==> config.mk <==
export PLATFORM = sky130hd
export DESIGN_NAME = sar_ctrl_regs
export DESIGN_NICKNAME = d
export VERILOG_FILES = /design/src/rtl/sar_pkg.sv /design/src/rtl/sar_alias_reg.sv /design/src/rtl/sar_irq_merge.sv /design/src/rtl/sar_ctrl_regs.sv
export SDC_FILE = /design/constraint.sdc
export NUM_CORES = 1
export LEC_CHECK = 0
export CAP_MARGIN = 5
export CELL_PAD_IN_SITES_DETAIL_PLACEMENT = 1
export CELL_PAD_IN_SITES_GLOBAL_PLACEMENT = 2
export CORE_MARGIN = 2
export CORE_UTILIZATION = 29
export DETAILED_ROUTE_END_ITERATION = 12
export GPL_TIMING_DRIVEN = 1
export PLACE_DENSITY_LB_ADDON = 0.1
export SYNTH_ARGS = -nofsm -noshare
export SYNTH_HDL_FRONTEND = slang
export SYNTH_SLANG_ARGS = --single-unit
export TNS_END_PERCENT = 1
==> constraint.sdc <==
create_clock -name clk -period 3.5 [get_ports clk]
set_clock_uncertainty 0.1 [all_clocks]
set_input_delay 0.7 -clock clk [delete_from_list [all_inputs] [get_ports clk]]
set_output_delay 0.7 -clock clk [all_outputs]
set_load 0.005 [all_outputs]
==> src/rtl/sar_pkg.sv <==
package sar_pkg;
    localparam int DATA_W    = 32;
    localparam int ADDR_W    = 8;
    localparam int NUM_SRC   = 8;
    localparam int EN_SHIFT  = 8;
    localparam int BIT_SRST  = 31;
    localparam int BIT_NAK   = 28;
    localparam int BIT_BBUSY = 11;
    localparam int BIT_CBUSY = 10;

    localparam logic [ADDR_W-1:0] OFS_CMD    = 8'h00;
    localparam logic [ADDR_W-1:0] OFS_IRQ    = 8'h40;
    localparam logic [ADDR_W-1:0] ALIAS_SET  = 8'h04;
    localparam logic [ADDR_W-1:0] ALIAS_CLR  = 8'h08;
    localparam logic [ADDR_W-1:0] OFS_TIM0   = 8'h10;
    localparam logic [ADDR_W-1:0] TIM_STRIDE = 8'h10;
    localparam logic [ADDR_W-1:0] OFS_STAT   = 8'h50;
    localparam logic [ADDR_W-1:0] OFS_DATA   = 8'h60;

    typedef enum logic {ST_ACTIVE, ST_SRST} srst_state_e;

    typedef struct packed {
        logic plain;
        logic set;
        logic clr;
    } wr_kind_t;
endpackage

==> src/rtl/sar_alias_reg.sv <==
module sar_alias_reg
    import sar_pkg::*;
#(
    parameter int          W       = 32,
    parameter logic [W-1:0] RST_VAL = '0,
    parameter logic [W-1:0] KEEP    = '1
) (
    input  logic         clk,
    input  logic         rst_n,
    input  logic         flush,
    input  wr_kind_t     wk,
    input  logic [W-1:0] wdata,
    input  logic [W-1:0] hw_set,
    output logic [W-1:0] q
);
    logic [W-1:0] nxt;

    always_comb begin
        nxt = q;
        if (wk.plain) nxt = wdata;
        if (wk.set)   nxt = nxt | wdata;
        if (wk.clr)   nxt = nxt & ~wdata;
        nxt = (nxt | hw_set) & KEEP;
    end

    always_ff @(posedge clk or negedge rst_n) begin
        if (!rst_n)     q <= RST_VAL;
        else if (flush) q <= RST_VAL;
        else            q <= nxt;
    end

    // plain write replaces the stored bits
    a_r1_plain: assert property (@(posedge clk) disable iff (!rst_n)
        (wk.plain && !flush) |=> q == (($past(wdata) | $past(hw_set)) & KEEP));
    // set alias raises every written one
    a_r2_set: assert property (@(posedge clk) disable iff (!rst_n)
        (wk.set && !flush) |=> (q & $past(wdata & KEEP)) == $past(wdata & KEEP));
    // clear alias drops written ones unless hardware sets them
    a_r3_clr: assert property (@(posedge clk) disable iff (!rst_n)
        (wk.clr && !flush) |=> (q & $past(wdata & ~hw_set & KEEP)) == '0);
    // a hardware set always lands
    a_r4_hw_wins: assert property (@(posedge clk) disable iff (!rst_n)
        ((hw_set != '0) && !flush) |=> (q & $past(hw_set & KEEP)) == $past(hw_set & KEEP));
endmodule

==> src/rtl/sar_irq_merge.sv <==
module sar_irq_merge #(
    parameter int N = 8
) (
    input  logic [N-1:0] flags,
    input  logic [N-1:0] enables,
    output logic         irq
);
    assign irq = |(flags & enables);
endmodule

==> src/rtl/sar_ctrl_regs.sv <==
module sar_ctrl_regs
    import sar_pkg::*;
#(
    parameter int NUM_TIM = 3,
    parameter logic [NUM_TIM-1:0][DATA_W-1:0] TIM_RST =
        {32'h0030_0040, 32'h00F0_0030, 32'h0078_0030}
) (
    input  logic              clk,
    input  logic              rst_n,
    input  logic              wr_en,
    input  logic [ADDR_W-1:0] addr,
    input  logic [DATA_W-1:0] wdata,
    output logic [DATA_W-1:0] rdata,
    input  logic [NUM_SRC-1:0] evt_pulse,
    input  logic              nak_pulse,
    input  logic              bus_busy,
    input  logic              clkgen_busy,
    output logic [DATA_W-1:0] cmd_q,
    output logic [DATA_W-1:0] tim0_q,
    output logic [DATA_W-1:0] tim1_q,
    output logic [DATA_W-1:0] tim2_q,
    output logic [DATA_W-1:0] data_q,
    output logic              irq
);
    localparam int NUM_CTL = 2;
    localparam logic [NUM_CTL-1:0][ADDR_W-1:0] CTL_BASE = {OFS_IRQ, OFS_CMD};
    localparam logic [NUM_CTL-1:0][DATA_W-1:0] CTL_KEEP =
        {32'h0000_FFFF, 32'h7FFF_FFFF};

    function automatic logic [ADDR_W-1:0] tim_addr(input int idx);
        return ADDR_W'(int'(OFS_TIM0) + idx * int'(TIM_STRIDE));
    endfunction

    srst_state_e state_q, state_d;
    logic        wr_ok, srst_req, nak_g, nak_q;
    logic [NUM_SRC-1:0]               evt_g;
    logic [NUM_CTL-1:0][DATA_W-1:0]   ctl_q, ctl_hw;
    logic [NUM_TIM-1:0][DATA_W-1:0]   tim_q;
    logic [DATA_W-1:0]                stat_w;

    // state register
    always_ff @(posedge clk or negedge rst_n) begin
        if (!rst_n) state_q <= ST_ACTIVE;
        else        state_q <= state_d;
    end

    // next state: srst_req enters recovery, srst_done leaves it
    always_comb begin
        state_d = state_q;
        unique case (state_q)
            ST_ACTIVE: if (srst_req) state_d = ST_SRST;
            ST_SRST:   state_d = ST_ACTIVE;
            default:   state_d = ST_ACTIVE;
        endcase
    end

    // outputs of the machine: what is accepted this cycle
    always_comb begin
        wr_ok    = wr_en && (state_q == ST_ACTIVE);
        srst_req = wr_ok && wdata[BIT_SRST] &&
                   ((addr == OFS_CMD) || (addr == (OFS_CMD | ALIAS_SET)));
        evt_g    = (state_q == ST_ACTIVE) ? evt_pulse : '0;
        nak_g    = nak_pulse && (state_q == ST_ACTIVE);
    end

    assign ctl_hw[0] = '0;
    assign ctl_hw[1] = {{(DATA_W-NUM_SRC){1'b0}}, evt_g};

    for (genvar k = 0; k < NUM_CTL; k++) begin : g_ctl
        wr_kind_t wk;
        assign wk.plain = wr_ok && (addr == CTL_BASE[k]);
        assign wk.set   = wr_ok && (addr == (CTL_BASE[k] | ALIAS_SET));
        assign wk.clr   = wr_ok && (addr == (CTL_BASE[k] | ALIAS_CLR));
        sar_alias_reg #(
            .W       (DATA_W),
            .RST_VAL ('0),
            .KEEP    (CTL_KEEP[k])
        ) i_reg (
            .clk    (clk),
            .rst_n  (rst_n),
            .flush  (srst_req),
            .wk     (wk),
            .wdata  (wdata),
            .hw_set (ctl_hw[k]),
            .q      (ctl_q[k])
        );
    end

    for (genvar i = 0; i < NUM_TIM; i++) begin : g_tim
        always_ff @(posedge clk or negedge rst_n) begin
            if (!rst_n)                          tim_q[i] <= TIM_RST[i];
            else if (srst_req)                   tim_q[i] <= TIM_RST[i];
            else if (wr_ok && addr == tim_addr(i)) tim_q[i] <= wdata;
        end
    end

    always_ff @(posedge clk or negedge rst_n) begin
        if (!rst_n)                          data_q <= '0;
        else if (srst_req)                   data_q <= '0;
        else if (wr_ok && addr == OFS_DATA)  data_q <= wdata;
    end

    always_ff @(posedge clk or negedge rst_n) begin
        if (!rst_n)         nak_q <= 1'b0;
        else if (srst_req)  nak_q <= 1'b0;
        else if (nak_g)     nak_q <= 1'b1;
        else if (wr_ok && addr == (OFS_IRQ | ALIAS_SET) && wdata[BIT_NAK])
                            nak_q <= 1'b0;
    end

    always_comb begin
        stat_w            = '0;
        stat_w[BIT_NAK]   = nak_q;
        stat_w[BIT_BBUSY] = bus_busy;
        stat_w[BIT_CBUSY] = clkgen_busy;
    end

    always_comb begin
        rdata = '0;
        for (int k = 0; k < NUM_CTL; k++)
            if (addr == CTL_BASE[k] || addr == (CTL_BASE[k] | ALIAS_SET) ||
                addr == (CTL_BASE[k] | ALIAS_CLR))
                rdata = ctl_q[k];
        for (int i = 0; i < NUM_TIM; i++)
            if (addr == tim_addr(i)) rdata = tim_q[i];
        if (addr == OFS_STAT) rdata = stat_w;
        if (addr == OFS_DATA) rdata = data_q;
    end

    sar_irq_merge #(.N(NUM_SRC)) i_irq (
        .flags   (ctl_q[1][NUM_SRC-1:0]),
        .enables (ctl_q[1][EN_SHIFT+NUM_SRC-1:EN_SHIFT]),
        .irq     (irq)
    );

    assign cmd_q  = ctl_q[0];
    assign tim0_q = tim_q[0];
    assign tim1_q = tim_q[1];
    assign tim2_q = tim_q[2];

    // soft reset reloads defaults and enters recovery
    a_r10_soft_reset: assert property (@(posedge clk) disable iff (!rst_n)
        srst_req |=> (state_q == ST_SRST) && (cmd_q == '0) && (ctl_q[1] == '0)
                     && (tim_q == TIM_RST) && (data_q == '0) && !nak_q);
    // recovery lasts one cycle
    a_r11_recover: assert property (@(posedge clk) disable iff (!rst_n)
        (state_q == ST_SRST) |=> (state_q == ST_ACTIVE));
    // nothing changes during recovery
    a_r11_hold: assert property (@(posedge clk) disable iff (!rst_n)
        (state_q == ST_SRST) |=> ($stable(ctl_q) && $stable(tim_q) && $stable(data_q)));
    // no-acknowledge pulse latches
    a_r5_nak_set: assert property (@(posedge clk) disable iff (!rst_n)
        (nak_pulse && state_q == ST_ACTIVE && !srst_req) |=> nak_q);
    // no enabled flag means no interrupt
    a_r9_irq_quiet: assert property (@(posedge clk) disable iff (!rst_n)
        ((ctl_q[1][7:0] & ctl_q[1][15:8]) == '0) |-> !irq);
endmodule

## Word-level counts from Yosys, hierarchy flattened

Index checks and enable logic that the tools add are counted.

- $add $sub $neg: 0
- Multiply operators: 0
- Div/mod/pow operators: 0
- $lt $le $gt $ge: 0
- Equality and inequality tests: 10
- Shift operators: 0
- Multiplexer cells: 29
- Bitwise gates (word level): 8
- Reduce and logical (&&, ||, !) cells: 26

Operators by type and width:

| cell | count |
|---|---|
| two-way mux 32 bit | 14 |
| two-way mux 31 bit | 5 |
| two-way mux 16 bit | 4 |
| equality test 8 x 7 -> 1 bit, second input constant | 5 |
| AND 31 bit | 1 |
| NOT 31 bit | 1 |
| bitwise OR 31 bit | 1 |
| AND 16 bit | 1 |
| equality test 8 x 6 -> 1 bit, second input constant | 2 |
| bitwise OR 16 bit | 1 |
| bitwise OR 16 x 8 -> 16 bit | 1 |
| logical AND 1 bit | 15 |
| AND 8 bit | 1 |
| equality test 8 x 3 -> 1 bit, second input constant | 1 |
| equality test 8 x 4 -> 1 bit, second input constant | 1 |
| equality test 8 x 5 -> 1 bit, second input constant | 1 |
| zero test 8 bit | 1 |
| two-way mux 8 bit | 1 |
| nonzero test 2 bit | 4 |
| OR reduction 8 bit | 1 |
| logical OR 1 bit | 4 |
| two-way mux 1 bit | 4 |
| nonzero test 3 bit | 1 |
| case mux 1 bit (2 select lines) | 1 |
| NOT 1 bit | 1 |

- Register bits: 177
- Bits in latches: 0
- Memory bits (writable): 0
- Bits in read-only memories: 0
- Bits of input ports: 54
- Output and inout bits: 193
- Logic and storage cells: 81
- Memories kept: 0

## Depth between registers and ports, before layout

- Depth after elaboration: 10
- Gate-level depth with buffers: 8
- Depth with buffers taken out: 6

## By module

A second synthesis with hierarchy kept.

- Cells, all modules: 1224
- Area, all modules: 10557.6 µm²

By module, submodules not included:

| module | instances | cells an instance | area each (µm²) | sequential area each (µm²) |
|---|---|---|---|---|
| sar_ctrl_regs | 1 | 935 | 7771.2 | 3271.9 |
| sar_alias_reg (g_ctl[0].i_reg) | 1 | 176 | 1715.4 | 775.7 |
| sar_alias_reg (g_ctl[1].i_reg) | 1 | 108 | 1034.7 | 400.4 |
| sar_irq_merge | 1 | 5 | 36.3 | 0.0 |

## Worst setup path after synthesis

Ideal clock, no wire load.

- Path type: input-to-output
- Start: input port addr[3]
- End: output port rdata[15]
- Data arrival time: 2.261 ns
- Required time: 2.700 ns
- Slack: 0.439 ns
- Cell stages on the path: 6
- Path buffers: 3
- Cell sequence: clkbuf_1 > nor3_1 > clkbuf_1 > nand3_1 > clkbuf_1 > o211ai_1

- Word-level cells in the longest chain between the ends: 10
- Elaborated cells between the ends (all ways): 22
- Those cells by class: eq/ne (10); mux (7); reduce/logical (5)

Ends and longest elaborated chain:

| element | line | text |
|---|---|---|
| from (decl) | sar_ctrl_regs.sv:11 | `input logic [ADDR_W-1:0] addr,` |
| equality test 8 x 3 -> 1 bit or zero test 8 bit (tied branches) | sar_ctrl_regs.sv:121 | `if (addr == CTL_BASE[k] \|\| addr == (CTL_BASE[k] \| ALIAS_SET) \|\|` |
| logical OR 1 bit (2 in series) | sar_ctrl_regs.sv:121 |  |
| two-way mux 31 bit | sar_ctrl_regs.sv:121 |  |
| two-way mux 32 bit | sar_ctrl_regs.sv:121 |  |
| two-way mux 32 bit (3 in series) | sar_ctrl_regs.sv:125 | `if (addr == tim_addr(i)) rdata = tim_q[i];` |
| two-way mux 32 bit | sar_ctrl_regs.sv:126 | `if (addr == OFS_STAT) rdata = stat_w;` |
| two-way mux 32 bit * | sar_ctrl_regs.sv:127 | `if (addr == OFS_DATA) rdata = data_q;` |
| to (decl) | sar_ctrl_regs.sv:13 | `output logic [DATA_W-1:0] rdata,` |

Every way passes the cells marked *; elsewhere a longest branch is shown, timed or not.

## Worst setup path after layout

- Start: input port addr[7]
- End: output port rdata[16]

Same word-level chain as after synthesis.

==> flow_summary.ini <==
[outcome]
status = finished, violations left
violations = setup timing

[worst_setup_path]
cp.arrival_ps = 2890
worst-r2r-cell-count = 6
worstPathMaxFanout = 8
r2r-start = state_q$_DFF_PN0_
crit_path_end_kind = output pin
startpoint_type = input port
critPathRequiredTime_ps = 2700
crit_type = input port to output pin
r2r-end = g_ctl[1].i_reg.q[14]$_DFF_PN0_
rrSetupSlack_ps = 980

[grt]
grt_pass1_vias = 10500
antenna_found_initial = 0
grt_max_degree = 68
grt_pass1_wl_mm = 69.3
grt_usage_pct = 25.6
overflow = 0

[route]
drc = 0
wirelength_mm = 46.0
viasPerCell = 5.34
first_iter_violations = 532
first_pass_iters = 4
routedWlPerCell_um = 24.4
vias = 10100
drtAntennaViolNets = 0

[sta]
max_freq_mhz = 271
hold_viol_final = 0
setup_viol = 8
maxSlewHeadroom_pct = 55.4
rsz0062_at_grt = true
fin_crit_sh_pct = 105
period_minus_slack_ps = 3690
timing.final.ws_setup_ps = -186
slew_violations = 0
fin_setup_tns_ps = -1180
worst_pin_slew_ps = 668

[layout]
layout-drive-gt1-share_pct = 13.3
multi_input_area_um2 = 4960
fin_cells = 1888
n_antenna_cell = 0
fillers = 4009
regArea_um2 = 4450
fin_area_um2 = 13900
area_growth_pct = 37.9
nNetsFinal = 1474

[placement]
dp_hpwl_mm = 32.3
place_inst = 1856
gp_congestion = 0.829
numPortBuffers = 245
placed_area_um2 = 13200

[die]
start_util_pct = 29.3
die_x_um = 191
row_count = 68
core_area_um2 = 34500
io_pins = 247
dieArea_um2 = 36300
chipHeight_um = 191

[flow_run]
drv_cap = 0

[clock_network]
path_clk_slew_ps = 80
cts_sinks = 177
cts_buffer_depth = 2
h-tree-depth = 4
cts_root_buf = clkbuf_16
cts_tree = yes
cts_made_buffers = 17
clock_latency_ps = 440

[synth]
synth-async-reset-ratio_pct = 100
yosys.area.top_type = dfrtp_1
synthCells = 1219
yosysUniqueCellTypes = 49
synth-seq-cells = 177
synth-edff-count = 0
seq_area_frac_synth_pct = 44.0
syn_area_per_cell_um2 = 8.29
yosysMostFrequentCell = nand2_1
yosys_warnings = 0
synth_nets = 1273
synth_top_cells_by_count = nand2_1 (352), a21oi_1 (172), dfrtp_1 (162), clkbuf_1 (92), nor2_1 (66)
yosysTopAreaCellShare_pct = 40.1
syn_area_um2 = 10100
synthFlopType = dfrtp_1
synthTopCellsByArea = dfrtp_1 (40%), nand2_1 (13%), a21oi_1 (8.5%)

[power_and_ir_drop]
p_per_area_nw_per_um2 = 422
leakagePower_uw = 0.00582
max-vdd-ir-drop_v = 0.000333

[min_path]
holdCritPathClass = input port to asynchronous set/reset pin
[flip-flops by register name (all words and copies together) (netlist names)]
register,flops
data_q,32
tim1_q,32
tim0_q,32
g_ctl.i_reg.q,47
state_q,1
tim2_q,32
nak_q,1
[power breakdown]
group          total (uW)  internal, uW  switching [uW]
sequential           2630          2300             326
clock                1940           946             996
combinational        1310           777             533
[worst max-delay path: stages]
cell,delay (ps)
clkdlybuf4s50_1,450
buf_4,170
or4_4,450
nor2_4,160
buf_6,160
a21oi_1,90
o21ai_0,170
clkdlybuf4s50_1,520
[metal layers]
metal	global-route usage, %	vias up	share of wire, %
met1	34.0	5204	45
met3	4.44	40	4.8
met2	43.0	258	49
li1	-	4586	-
met4	6.89	0	1.9
met5	0	-	0
[worst max path at each step]
stage / slack [ps] / depth (start not counted) / end / start
after global routing: -270 / 8 / rdata[16] / addr[7]
after floorplan: 440 / 6 / rdata[15] / addr[3]
after CTS: -200 / 8 / rdata[29] / addr[7]
final: -190 / 8 / rdata[16] / addr[7]
after global placement: -230 / 9 / rdata[4] / addr[7]
after detailed placement: -260 / 9 / rdata[4] / addr[7]
[cell usage in the layout (no fill, tap or decap), types with 21 or more instances in the layout]
| master | Yosys | layout |
|---|---|---|
| clkdlybuf4s50_1 | 0 | 215 |
| dfrtp_1 | 162 | 162 |
| nand2_1 | 352 | 352 |
| buf_4 | 36 | 69 |
| nand3_1 | 21 | 21 |
| mux2i_1 | 49 | 49 |
| nor2_1 | 66 | 63 |
| a32o_1 | 32 | 32 |
| a21oi_1 | 172 | 172 |
[repair_timing]
item / 4_1_cts / 5_1_grt
hold buffers: 0 / 0
pin swaps: 1 / 2
resized for setup: 24 / 31
buffers inserted: 0 / 0
gates cloned: 0 / 0
endpoints found under the setup margin: 32 / 29
[kinds of logic after synthesis]
| family | synth area share, % |
|---|---|
| AND/OR/NAND/NOR | 22.1 |
| AO/OA/AOI/OAI | 19.5 |
| flip-flops | 44.0 |
| buffers and inverters | 8.16 |
| multiplexers | 6.19 |
| other | 0.0371 |
[area by class of cell]
| type | instances | area share [%] |
|---|---|---|
| Clock buffer | 17 | 3.05 |
| Timing Repair Buffer | 335 | 24.2 |
| Multi-Input combinational cell | 885 | 35.6 |
| Sequential cell | 177 | 31.9 |
| Inverter | 4 | 0.126 |
| Clock inverter | 15 | 1.02 |
| Tap cell | 455 | 4.09 |
[metrics by stage]
| stage | hold WS, ps | util, % | worst slack, ps | power [uW] |
|---|---|---|---|---|
| 2_1_floorplan | 304 | - | 439 | 3260 |
| 3_3_place_gp | 385 | 38.3 | -229 | 3960 |
| 3_5_place_dp | 395 | 38.3 | -263 | 3980 |
| 4_1_cts | 178 | 40.1 | -198 | 5940 |
| 5_1_grt | 194 | 40.4 | -274 | 6160 |
| 6_report | 156 | 40.4 | -186 | 5880 |
Note: power is estimated with default switching activity, not from simulation.
